[config.mk]
export PLATFORM = sky130hd
export DESIGN_NAME = intr_prio_arb
export DESIGN_NICKNAME = d
export VERILOG_FILES = /design/src/rtl/iarb_pkg.sv /design/src/rtl/iarb_pick.sv /design/src/rtl/iarb_level_state.sv /design/src/rtl/intr_prio_arb.sv
export SDC_FILE = /design/constraint.sdc
export NUM_CORES = 1
export LEC_CHECK = 0
export BUFFER_PORTS_ARGS = -buffer_cell sky130_fd_sc_hd__buf_4
export CAP_MARGIN = 15
export CELL_PAD_IN_SITES_DETAIL_PLACEMENT = 0
export CELL_PAD_IN_SITES_GLOBAL_PLACEMENT = 2
export CORE_UTILIZATION = 22
export CTS_CLUSTER_DIAMETER = 200
export CTS_CLUSTER_SIZE = 30
export DETAILED_ROUTE_END_ITERATION = 12
export PLACE_DENSITY = 0.89
export RECOVER_POWER = 50
export SYNTH_ARGS = -nofsm -noshare
export SYNTH_HDL_FRONTEND = slang
export SYNTH_HIERARCHICAL = 1
export SYNTH_SLANG_ARGS = --single-unit
[constraint.sdc]
create_clock -name clk -period 2.3 [get_ports clk]
set_input_delay 0.46 -clock clk [delete_from_list [all_inputs] [get_ports clk]]
set_output_delay 0.46 -clock clk [all_outputs]
set_load 0.02 [all_outputs]
[src/rtl/iarb_pkg.sv]
package iarb_pkg;
  typedef enum logic {LVL_LO = 1'b0, LVL_HI = 1'b1} lvl_e;

  function automatic int unsigned vec_of(input int unsigned idx,
                                         input int unsigned base,
                                         input int unsigned stride);
    return base + stride * idx;
  endfunction
endpackage

[src/rtl/iarb_pick.sv]
module iarb_pick #(
  parameter int N     = 6,
  parameter int IDX_W = (N > 1) ? $clog2(N) : 1
) (
  input  logic [N-1:0]     cand,
  output logic             any,
  output logic [N-1:0]     onehot,
  output logic [IDX_W-1:0] idx
);
  logic [N:0] seen;
  assign seen[0] = 1'b0;

  genvar g;
  generate
    for (g = 0; g < N; g++) begin : g_chain
      assign onehot[g]  = cand[g] & ~seen[g];
      assign seen[g+1]  = seen[g] | cand[g];
    end
  endgenerate

  assign any = seen[N];

  always_comb begin
    idx = '0;
    for (int i = 0; i < N; i++)
      if (onehot[i]) idx = IDX_W'(i);
  end
endmodule

[src/rtl/iarb_level_state.sv]
module iarb_level_state (
  input  logic clk,
  input  logic rst,
  input  logic set_hi,
  input  logic set_lo,
  input  logic reti,
  output logic busy_hi,
  output logic busy_lo
);
  logic hi_n, lo_n;

  always_comb begin
    hi_n = busy_hi;
    lo_n = busy_lo;
    if (reti) begin
      if (busy_hi) hi_n = 1'b0;
      else         lo_n = 1'b0;
    end
    if (set_hi) hi_n = 1'b1;
    if (set_lo) lo_n = 1'b1;
  end

  always_ff @(posedge clk) begin
    if (rst) begin
      busy_hi <= 1'b0;
      busy_lo <= 1'b0;
    end else begin
      busy_hi <= hi_n;
      busy_lo <= lo_n;
    end
  end

  assert_reti_hi_first_R7: assert property (@(posedge clk) disable iff (rst)
    (reti && busy_hi && !set_hi) |=> (!busy_hi && (busy_lo == $past(busy_lo) || $past(set_lo))));

  assert_reti_lo_R7: assert property (@(posedge clk) disable iff (rst)
    (reti && !busy_hi && !set_lo) |=> !busy_lo);

  assert_set_marks_R10: assert property (@(posedge clk) disable iff (rst)
    set_hi |=> busy_hi);
endmodule

[src/rtl/intr_prio_arb.sv]
module intr_prio_arb #(
  parameter int          NSRC       = 6,
  parameter int          VEC_W      = 16,
  parameter int unsigned VEC_BASE   = 3,
  parameter int unsigned VEC_STRIDE = 8,
  parameter logic [NSRC-1:0] CLR_MASK = 6'b001111,
  localparam int         IDX_W      = (NSRC > 1) ? $clog2(NSRC) : 1
) (
  input  logic             clk,
  input  logic             rst,
  input  logic [NSRC-1:0]  req_flags,
  input  logic [NSRC-1:0]  src_en,
  input  logic [NSRC-1:0]  src_hi,
  input  logic             glob_en,
  input  logic             no_intr,
  input  logic             poll_stb,
  input  logic             reti_pulse,
  input  logic             ret_pulse,
  output logic             vec_req,
  output logic [VEC_W-1:0] vec_addr,
  output logic [IDX_W-1:0] ack_src,
  output logic [NSRC-1:0]  flag_clr
);
  import iarb_pkg::*;

  logic [NSRC-1:0]  elig, hi_cand, lo_cand, hi_oh, lo_oh, sel_oh;
  logic             hi_any, lo_any, take_hi, take_lo, grant;
  logic [IDX_W-1:0] hi_idx, lo_idx, sel_idx;
  logic             busy_hi, busy_lo;
  lvl_e             sel_lvl;

  assign elig    = req_flags & src_en & {NSRC{glob_en & ~no_intr}};
  assign hi_cand = elig & src_hi;
  assign lo_cand = elig & ~src_hi;

  iarb_pick #(.N(NSRC), .IDX_W(IDX_W)) u_pick_hi (
    .cand(hi_cand), .any(hi_any), .onehot(hi_oh), .idx(hi_idx));
  iarb_pick #(.N(NSRC), .IDX_W(IDX_W)) u_pick_lo (
    .cand(lo_cand), .any(lo_any), .onehot(lo_oh), .idx(lo_idx));

  assign take_hi = poll_stb && hi_any && !busy_hi;
  assign take_lo = poll_stb && !hi_any && lo_any && !busy_hi && !busy_lo;
  assign grant   = take_hi || take_lo;
  assign sel_lvl = take_hi ? LVL_HI : LVL_LO;
  assign sel_idx = (sel_lvl == LVL_HI) ? hi_idx : lo_idx;
  assign sel_oh  = (sel_lvl == LVL_HI) ? hi_oh  : lo_oh;

  iarb_level_state u_state (
    .clk(clk), .rst(rst),
    .set_hi(take_hi), .set_lo(take_lo), .reti(reti_pulse),
    .busy_hi(busy_hi), .busy_lo(busy_lo));

  always_ff @(posedge clk) begin
    if (rst) begin
      vec_req  <= 1'b0;
      vec_addr <= '0;
      ack_src  <= '0;
      flag_clr <= '0;
    end else begin
      vec_req  <= grant;
      flag_clr <= grant ? (sel_oh & CLR_MASK) : '0;
      if (grant) begin
        ack_src  <= sel_idx;
        vec_addr <= VEC_W'(vec_of(int'(sel_idx), VEC_BASE, VEC_STRIDE));
      end
    end
  end

  assert_req_after_poll_R2: assert property (@(posedge clk) disable iff (rst)
    vec_req |-> $past(poll_stb));

  assert_addr_matches_src_R4: assert property (@(posedge clk) disable iff (rst)
    vec_req |-> (vec_addr == VEC_W'(VEC_BASE + VEC_STRIDE * ack_src)));

  assert_clr_onehot_R5: assert property (@(posedge clk) disable iff (rst)
    $onehot0(flag_clr) && (flag_clr == '0 || vec_req));

  assert_hi_blocks_all_R6: assert property (@(posedge clk) disable iff (rst)
    (poll_stb && busy_hi) |=> !vec_req);

  assert_ret_no_effect_R8: assert property (@(posedge clk) disable iff (rst)
    (ret_pulse && !reti_pulse && !poll_stb) |=> ($stable(busy_hi) && $stable(busy_lo)));

  assert_gated_poll_R9: assert property (@(posedge clk) disable iff (rst)
    (poll_stb && (!glob_en || no_intr)) |=> !vec_req);
endmodule

# Word level (Yosys, flattened, before mapping)
# Cells that the tools add are included.
# Widths: inputs -> output; s select.
[totals] mem_bits_rw=0 romBits=0 latchBits=0 ff_bits=28 n_memories=0
[classes] shift=0 div_mod_pow=0 n_bitwise=38 add_sub_neg=1 n_mux=18 n_eq_ne=1 multipliers=0 reduce_logical=14 n_lt_le_gt_ge=0
[ops] op="$mux 3" count=9
[ops] op="$and 6x6->6" count=4
[ops] op="$not 1->1" count=12
[ops] op="$and 1x1->1" count=11
[ops] op="$or 1x1->1" count=10
[ops] op="$mux 1" count=8
[ops] op="$add 2x6->7 const A" count=1
[ops] op="$logic_and 1x1->1" count=6
[ops] op="$not 6->6" count=1
[ops] op="$mux 4" count=1
[ops] op="$reduce_bool 2->1" count=2
[ops] op="$logic_not 1->1" count=3
[ops] op="$ne 2x2->1 const B" count=1
[ops] op="$reduce_and 2->1" count=1
[ops] op="$reduce_or 2->1" count=1
[ops] op="$logic_or 1x1->1" count=1

# Longest topological paths before layout
# Gate-level depths: netlist of the first run.
[depth] ltp_word=17 mapped_depth=10 ltp_nobuf=9

# Hierarchy
# The synthesis of the first run kept the hierarchy.
[modules_own_cells] module="intr_prio_arb" cells_per_inst=92 area_each_um2=679.4 instances=1 seq_area_each_um2=180.2
[modules_own_cells] module="iarb_pick" cells_per_inst=17 area_each_um2=93.8 instances=2 seq_area_each_um2=0.0
[modules_own_cells] module="iarb_level_state" cells_per_inst=8 area_each_um2=78.8 instances=1 seq_area_each_um2=40.0

# Worst setup path before layout of the first run
# OpenSTA, ideal clock, no wires.
[synth_timing] path_type="input to register" start="in glob_en" end="reg ack_src[0]" arrival_time_ns=2.034 path_slack_ns=0.163 required_time_ns=2.197 path_stages=8 setup_time_ns=0.103 cell_sequence="nor2b_1 -> nand3_1 -> nor2_1 -> nor4_1 -> nand2_1 -> clkbuf_1 -> nor3_1 -> a2111oi_2"
[synth_via] elab_chain_cells=14
[synth_rtl] element="start: declaration" line_no="intr_prio_arb.sv:14" rtl="input logic glob_en,"
[synth_rtl] element="$and 1x1->1 *" line_no="intr_prio_arb.sv:32" rtl="assign elig = req_flags & src_en & {NSRC{glob_en & ~no_intr}};"
[synth_rtl] element="$and 6x6->6 *" line_no="intr_prio_arb.sv:32"
[synth_rtl] element="$and 6x6->6 *" line_no="intr_prio_arb.sv:33" rtl="assign hi_cand = elig & src_hi;"
[synth_rtl] element="named net hi_cand[0]" line_no="intr_prio_arb.sv:26" rtl="logic [NSRC-1:0] elig, hi_cand, lo_cand, hi_oh, lo_oh, sel_oh;"
[synth_rtl] element="$or 1x1->1 * (5 in a row)" line_no="iarb_pick.sv:17" rtl="assign seen[g+1] = seen[g] | cand[g];"
[synth_rtl] element="named net hi_any" line_no="intr_prio_arb.sv:27" rtl="logic hi_any, lo_any, take_hi, take_lo, grant;"
[synth_rtl] element="$logic_not 1->1" line_no="intr_prio_arb.sv:42" rtl="assign take_lo = poll_stb && !hi_any && lo_any && !busy_hi && !busy_lo;"
[synth_rtl] element="$logic_and 1x1->1 (4 in a row)" line_no="intr_prio_arb.sv:42"
[synth_rtl] element="$logic_or 1x1->1" line_no="intr_prio_arb.sv:43" rtl="assign grant = take_hi || take_lo;"
[synth_rtl] element="end signal: assignment" line_no="intr_prio_arb.sv:63" rtl="ack_src <= sel_idx;"
[synth_rtl] element="end: declaration" line_no="intr_prio_arb.sv:21" rtl="output logic [IDX_W-1:0] ack_src,"
# The timed path passes the listed nets; every way through them passes the cells marked *.
# A chain may end at the register's enable or synchronous reset.

# Worst setup path after layout of the first run
[layout_timing] start="in no_intr" end="reg ack_src[0]"
[layout_rtl] element="start: declaration" line_no="intr_prio_arb.sv:15" rtl="input logic no_intr,"
[layout_rtl] element="$not 1->1 *" line_no="intr_prio_arb.sv:32"
[layout_rtl] element="$and 1x1->1 *" line_no="intr_prio_arb.sv:32"
[layout_rtl] element="$and 6x6->6 *" line_no="intr_prio_arb.sv:32"
[layout_rtl] element="$and 6x6->6 *" line_no="intr_prio_arb.sv:33"
[layout_rtl] element="named net hi_cand[1]" line_no="intr_prio_arb.sv:26"
[layout_rtl] element="$or 1x1->1" line_no="iarb_pick.sv:17"
[layout_rtl] element="$not 1->1 or $or 1x1->1 (tied branches)" line_no="iarb_pick.sv:16, iarb_pick.sv:17"
[layout_rtl] element="$and 1x1->1, or another cell as far along" line_no="iarb_pick.sv:16" rtl="assign onehot[g] = cand[g] & ~seen[g];"
[layout_rtl] element="$mux 3, or another cell as far along (2 in a row)" line_no="iarb_pick.sv:26" rtl="if (onehot[i]) idx = IDX_W'(i);"
[layout_rtl] element="$mux 3 or $and 1x1->1 (tied branches)" line_no="iarb_pick.sv:26, iarb_pick.sv:16"
[layout_rtl] element="$mux 3 *" line_no="iarb_pick.sv:26"
[layout_rtl] element="named net hi_idx[0]" line_no="intr_prio_arb.sv:28" rtl="logic [IDX_W-1:0] hi_idx, lo_idx, sel_idx;"
[layout_rtl] element="$mux 3 *" line_no="intr_prio_arb.sv:45" rtl="assign sel_idx = (sel_lvl == LVL_HI) ? hi_idx : lo_idx;"
# Marked as above.

==> flow_metrics.tcl, run 1 <==
set metrics [dict create \
    status "finished, final reports clean" \
    wl_per_cell_um 9.384 \
    layout-drive-gt1-share_pct 27.01 \
    critical_path_class "input pin to register" \
    hold_end "u_state/busy_lo" \
    pre_cts_ws_ns -0.04917 \
    cts_made_buffers 3 \
    syn_area_um2 925.9 \
    clk_path_buf_depth 2 \
    hold_path.class "input pin to register" \
    yosys_warnings 6 \
    insertion_delay_ns 0.24 \
    wirelength_um 2102 \
    crit_required_ns 2.44 \
    dieWidth_um 66.88 \
    diodes 0 \
    r2r_slack_ns 1.08 \
    antenna_found_initial 0 \
    clock_skew_ns 0.004461 \
    max_freq_mhz 492.5 \
    dieArea_um2 4472 \
    gr-usage-all-layers_pct 10.47 \
    nets 200 \
    postRouteAntennaNets 0 \
    drv_slew 0 \
    dp_hpwl_um 1758 \
    cts_tree "yes" \
    min_path_cells 2 \
    via_per_inst 4.219 \
    hold_viol 0 \
    setup_viol 0 \
    finalCritPeriodShare_pct 88.27 \
    r2r_end "u_state/busy_lo" \
    maxCapViolations 0 \
    fill_cells 460 \
    p_leak_nw 0.5585 \
    core_area_um2 4029 \
    ctsResizeCount 0 \
    period_needed_ns 2.030 \
    cts_root_buffer "clkbuf_8" \
    io_buffer_count 36 \
    layout_commonest_cell "buf_4" \
    powerDensity_nw_per_um2 447.7 \
    reg2reg_depth 4 \
    h-tree-depth 1 \
    final_core_util_pct 30.87 \
    io_pins 51 \
    cts.clk_slew.worst_paths_ns 0.05 \
    rsz0062_at_grt "false" \
    regToRegStartpoint "u_state/busy_hi" \
    ir_drop_uv 185.3 \
    grt_start_max_net_pins 11 \
    cts_hold_buf 0 \
    dr_total_vias 945 \
    drt_iter0_drc 29 \
    grt.overflow.total 0 \
    synth_cells 130 \
    firstDrtPassIters 4 \
    placementRows 23 \
    die_y_um 66.88 \
    crit_path_end_kind "register" \
    grt_pass1_vias 877 \
    layout_common_cells "37 x buf_4, 24 x nor2_1, 16 x inv_1, 13 x conb_1, 13 x clkbuf_1" \
    syn_avg_cell_area_um2 7.122 \
    worst_slack_ns 0.2697 \
    grt_pass1_wl_um 3581 \
    path_max_fanout 5 \
    initial_core_util_pct 22.98 \
    place.gp.congestion 0.7585 \
    synthToLayoutAreaGrowth_pct 34.32 \
    hold_start "reti_pulse" \
    cp.arrival_ns 2.17 \
    post_cts_buffers 0 \
    cp-start-kind "input pin" \
    remaining_drc_errors 0 \
    cts.sinks 11 \
]
[worst max-delay path, stage by stage]
cell,delay [ns]
buf_4,0.11
nor2b_1,0.29
nand3_1,0.15
nor2_1,0.27
inv_1,0.09
a221oi_1,0.28
nand4bb_1,0.15
o21ai_0,0.10
a2111oi_2,0.27
[sequential cells by signal (all words and copies together) (netlist names)]
register,flops
flag_clr,4
ack_src,2
vec_addr,2
vec_req,1
u_state/busy_hi,1
u_state/busy_lo,1
[final cells by class]
type	instances	area (um^2)	area share (%)
clock buffer	4	45.04	3.622
inverter	16	60.06	4.829
multi-input combinational	94	533.0	42.86
sequential	11	220.2	17.71
tap	50	62.56	5.030
timing repair buffer	49	322.8	25.96
[worst max-delay path by stage]
stage,from,endpoint,slack (ns),cells after the start
2_1_floorplan,glob_en,ack_src[0],0.18,8
3_3_place_gp,no_intr,ack_src[0],0.004,9
3_5_place_dp,no_intr,ack_src[0],-0.05,9
4_1_cts,no_intr,ack_src[0],0.21,9
5_1_grt,no_intr,ack_src[0],0.04,9
6_report,no_intr,ack_src[0],0.27,9
[per-layer routing]
metal  GRT usage [%]  vias up  part of all wire (%)
met1           12.11      419                    45
li1                -      496                     -
met4           2.128        0                     0
met5               0        -                     0
met2           18.69       30                    49
met3           3.253        0                   6.2
[power breakdown]
group          switching [mW]  total, mW  internal, mW  leakage (nW)
registers             0.00688      0.206         0.199        0.0893
logic                  0.0901      0.158        0.0675         0.446
clock network          0.0716      0.193         0.122        0.0228
[stage by stage]
stage               cells   TNS, ns  hold slack, ns  area, um^2  power (mW)
floorplan             142         0          0.4946       970.9      0.3286
global placement      220         0          0.4523        1244      0.3762
detailed placement    220  -0.04917          0.4643        1244      0.3773
CTS                   224         0          0.4003        1289      0.5741
global route          224         0          0.4067        1244      0.5922
finish                224         0          0.4049        1244      0.5567
No activity file was read; power rests on OpenSTA's default activity.
==> inputs of run 2 (changes only) <==
--- a/config.mk
+++ b/config.mk
@@ -15,6 +15,7 @@
 export DETAILED_ROUTE_END_ITERATION = 12
 export PLACE_DENSITY = 0.89
 export RECOVER_POWER = 50
+export SETUP_SLACK_MARGIN = 0.4
 export SYNTH_ARGS = -nofsm -noshare
 export SYNTH_HDL_FRONTEND = slang
 export SYNTH_HIERARCHICAL = 1
==> flow_metrics.tcl, run 2 (synthesis gave the netlist of run 1 again) <==
set metrics [dict create \
    status "finished, final reports clean" \
    wirelength_um 2352 \
    cts.clk_slew.worst_paths_ns 0.05 \
    finalCritPeriodShare_pct 81.16 \
    cts.sinks 11 \
    maxCapViolations 0 \
    dr_total_vias 943 \
    fin_setup_tns_ns 0 \
    die_y_um 66.88 \
    io_pins 51 \
    dp_hpwl_um 1724 \
    finish.instance_area_um2 1368 \
    remaining_drc_errors 0 \
    postRouteAntennaNets 0 \
    clock_skew_ns 0.004473 \
    via_per_inst 4.326 \
    dp_cells 211 \
    cp-start-kind "input pin" \
    layout_commonest_cell "buf_4" \
    powerDensity_nw_per_um2 427.0 \
    nets 194 \
    h-tree-depth 1 \
    synthToLayoutAreaGrowth_pct 47.70 \
    grt_start_max_net_pins 11 \
    drt_iter0_drc 46 \
    hold_viol 0 \
    initial_core_util_pct 22.98 \
    p_leak_nw 0.5486 \
    layout-drive-gt1-share_pct 36.90 \
    drv_slew 0 \
    dieArea_um2 4472 \
    regToRegStartpoint "u_state/busy_hi" \
    placementRows 23 \
    cts_made_buffers 3 \
    wl_per_cell_um 10.79 \
    crit_required_ns 2.40 \
    grt.overflow.total 0 \
    layout_common_cells "28 x buf_4, 16 x nor2_1, 15 x inv_1, 13 x conb_1, 13 x clkbuf_1" \
    setup_viol 0 \
    place.gp.congestion 0.7750 \
    period_needed_ns 1.867 \
    io_buffer_count 36 \
    max_flop_register "flag_clr" \
    top_regs "flag_clr: 4 flops, ack_src: 2 flops, vec_addr: 2 flops" \
    place_area_um2 1217 \
    holdWs_ns 0.4102 \
    clk_path_buf_depth 2 \
    cp.arrival_ns 1.97 \
    insertion_delay_ns 0.24 \
    gr-usage-all-layers_pct 10.20 \
    ir_drop_uv 169.8 \
    core_area_um2 4029 \
    hold_path.class "input pin to register" \
    cts_hold_buf 0 \
    grt_pass1_wl_um 3456 \
    max_freq_mhz 535.7 \
    crit_path_end_kind "register" \
    firstDrtPassIters 4 \
    startpoint "glob_en" \
    cts_root_buffer "clkbuf_8" \
    largest_register_ffs 4 \
    hold_start "reti_pulse" \
    antenna_found_initial 0 \
    dieWidth_um 66.88 \
    total_power_mw 0.5839 \
    cts_tree "yes" \
    grt_pass1_vias 815 \
    diodes 0 \
    rsz0062_at_grt "true" \
    critical_path_class "input pin to register" \
    path_max_fanout 6 \
    fin_cells 218 \
]
[run 2: cell count changes in the layout (fill, tap and decap cells not counted), moves of 3 or more]
cell,before,now
nor2_4,0,6
nor2_1,24,16
buf_6,0,3
buf_4,37,28
nand3_1,10,6
[run 2: final cells by class]
class	count	area, um^2
multi-input combinational	94	690.7
clock buffer	4	45.04
timing repair buffer	43	289.0
inverter	16	60.06
sequential	11	220.2
fill	453	2661
tap	50	62.56
[run 2: final timing paths]
check,endpoint,slack [ns],cells past startpoint
hold / removal,u_state/busy_lo,0.41,2
hold reg to reg,vec_addr[1],0.46,2
setup reg to reg,u_state/busy_lo,1.00,4
setup / recovery,vec_addr[5],0.43,10
[run 2: report_power, final]
| part | switching (mW) | internal, mW |
|---|---|---|
| Combinational | 0.109 | 0.0775 |
| Clock | 0.0690 | 0.121 |
| Sequential | 0.00775 | 0.199 |
[run 2: per-layer routing]
layer	global-route usage [%]	vias up	wire, um
met1	12.44	418	1002
li1	-	482	-
met3	3.082	4	158
met2	17.30	39	1152
met4	2.394	0	38
met5	0	-	0
[run 2: per-stage QoR]
stage	setup slack, ns	utilization, %
2_1_floorplan	0.4156	-
3_3_place_gp	0.03357	30.22
3_5_place_dp	0.09045	30.22
4_1_cts	0.4100	31.93
5_1_grt	0.3570	33.94
6_report	0.4332	33.94
[run 2: critical path, cell delays in order]
cell       delay, ns
buf_6           0.09
nor2b_4         0.15
nand3_4         0.09
nor2_4          0.06
nor4_2          0.27
nand2_1         0.09
and2b_2         0.20
buf_4           0.15
nor3_1          0.31
a2111oi_4       0.10
[run 2: timing repair]
action	4_1_cts	5_1_grt
setup endpoints to repair	3	10
gates resized for setup	4	21
setup buffers	1	2
pin swaps	2	11
==> inputs of run 3 (changes only) <==
==> constraint.sdc (replaced) <==
create_clock -name clk -period 1.8 [get_ports clk]
set_input_delay 0.36 -clock clk [delete_from_list [all_inputs] [get_ports clk]]
set_output_delay 0.36 -clock clk [all_outputs]
set_load 0.02 [all_outputs]
==> flow_metrics.tcl, run 3 (synthesis gave the netlist of run 1 again) <==
set metrics [dict create \
    crit_end "ack_src[0]" \
    cts.clk_slew.worst_paths_ns 0.05 \
    postRouteAntennaNets 0 \
    clk_path_buf_depth 2 \
    layout_commonest_cell "buf_4" \
    fill_cells 436 \
    final_core_util_pct 38.98 \
    placementRows 23 \
    status "finished, final reports clean" \
    multi_input_area_um2 777.0 \
    finish.instance_area_um2 1570 \
    rsz0062_at_grt "true" \
    dieArea_um2 4472 \
    worst_slack_ns 0.04309 \
    reg2reg_depth 4 \
    clock_skew_ns 0.002656 \
    fin_cells 231 \
    io_buffer_count 36 \
    gr-usage-all-layers_pct 11.51 \
    drv_slew 0 \
    hold_viol 0 \
    setup_viol 0 \
    cts_root_buffer "clkbuf_8" \
    p_leak_nw 0.6225 \
    antenna_found_initial 0 \
    cts_tree "yes" \
    crit_required_ns 1.94 \
    remaining_drc_errors 0 \
    maxCapViolations 0 \
    cp.depth 9 \
    layout-drive-gt1-share_pct 51.93 \
    wl_per_cell_um 10.31 \
    diodes 0 \
    synthToLayoutAreaGrowth_pct 69.60 \
    top_regs "flag_clr: 4 flops, ack_src: 2 flops, vec_addr: 2 flops" \
    cts_made_buffers 3 \
    layout_common_cells "40 x buf_4, 15 x inv_1, 13 x conb_1, 12 x nor2_4" \
    io_pins 51 \
    cp-start-kind "input pin" \
    max_stage_delay_ns 0.33 \
    cp.arrival_ns 1.90 \
    finalCritPeriodShare_pct 97.61 \
    regArea_um2 220.2 \
    drt_iter0_drc 44 \
    path_cells "buf_6 -> nor2b_4 -> nand3_4 -> nor2_4 -> nor4_2 -> nand2_1 -> and2b_2 -> and3b_4 -> a2111oi_4" \
    grt_start_max_net_pins 11 \
    critical_path_class "input pin to register" \
    path_buf_inv 1 \
    dp_cells 225 \
    largest_register_ffs 4 \
    nets 207 \
    r2r_slack_ns 0.51 \
    critical-path-top-delay-family "simple AND/OR/NAND/NOR gates" \
    wirelength_um 2382 \
    dr_total_vias 991 \
    cts.sinks 11 \
    via_per_inst 4.290 \
    max_flop_register "flag_clr" \
    h-tree-depth 1 \
    grt.overflow.total 0 \
    crit_slowest_cell "a2111oi_4" \
    ir_drop_uv 169.3 \
    period_needed_ns 1.757 \
    grt_pass1_wl_um 3857 \
    firstDrtPassIters 4 \
    dp_hpwl_um 1768 \
    place.gp.congestion 0.7370 \
    insertion_delay_ns 0.24 \
    place_area_um2 1335 \
    path_max_fanout 5 \
    dieWidth_um 66.88 \
    grt_pass1_vias 884 \
    pre_cts_ws_ns -0.2291 \
    startpoint "glob_en" \
    hold_path.class "input pin to register" \
    max_freq_mhz 569.2 \
    holdWs_ns 0.3072 \
    initial_core_util_pct 22.98 \
    die_y_um 66.88 \
    powerDensity_nw_per_um2 496.0 \
    regToRegStartpoint "u_state/busy_hi" \
    crit_path_end_kind "register" \
    core_area_um2 4029 \
    r2r_end "u_state/busy_lo" \
]
[run 3: changes by cell type in the layout (fill, tap and decap cells not counted), moves of 2 or more]
cell,previous run,this run
nor2_1,16,7
or4_1,2,0
nor2_4,6,12
buf_4,28,40
nand3_4,2,5
clkbuf_1,13,11
a21oi_2,1,4
nor2_2,2,5
or4_4,0,2
nand3_1,6,4
buf_6,3,6
a21oi_1,5,2
[run 3: final cells by class]
cell class | instances | share of cell area [%]
clock buffers | 4 | 2.869
inverters | 16 | 3.825
multi-input cells | 94 | 49.48
flip-flops and latches | 11 | 14.02
well taps | 50 | 3.984
repair buffers | 56 | 25.82
[run 3: how the worst min path moves through the flow]
stage / start / end / cells after the start
2_1_floorplan: rst / u_state/busy_hi / 1
3_3_place_gp: vec_addr[1] / vec_addr[1] / 2
3_5_place_dp: vec_addr[1] / vec_addr[1] / 2
4_1_cts: reti_pulse / u_state/busy_lo / 2
5_1_grt: reti_pulse / u_state/busy_lo / 2
6_report: reti_pulse / u_state/busy_lo / 2
[run 3: report_power, final]
group	internal (mW)	total, mW	leakage [nW]	switching [mW]
Clock	0.155	0.242	0.0228	0.0874
Sequential	0.254	0.264	0.0893	0.00959
Combinational	0.120	0.272	0.510	0.152
Total	0.530	0.779	0.622	0.249
[run 3: through the flow]
stage / setup TNS (ns) / total power, mW
after global routing: -0.09727 / 0.8298
after floorplan: 0 / 0.4301
after global placement: -1.640 / 0.4973
after CTS: 0 / 0.7779
final: 0 / 0.7788
after detailed placement: -1.628 / 0.4977
[run 3: metal layers]
| metal | global-route usage, % | wire length [um] |
|---|---|---|
| met5 | 0 | 0 |
| met4 | 1.596 | 11 |
| met3 | 3.425 | 134 |
| met2 | 20.83 | 1220 |
| met1 | 13.43 | 1016 |
[run 3: timing repair]
| item | CTS | global route |
|---|---|---|
| hold endpoints to repair | 0 | 0 |
| pin swaps | 16 | 9 |
| gates cloned | 1 | 0 |
| buffers inserted | 1 | 0 |
| hold buffers | 0 | 0 |
| setup endpoints to repair | 11 | 11 |
| gates resized for setup | 25 | 26 |
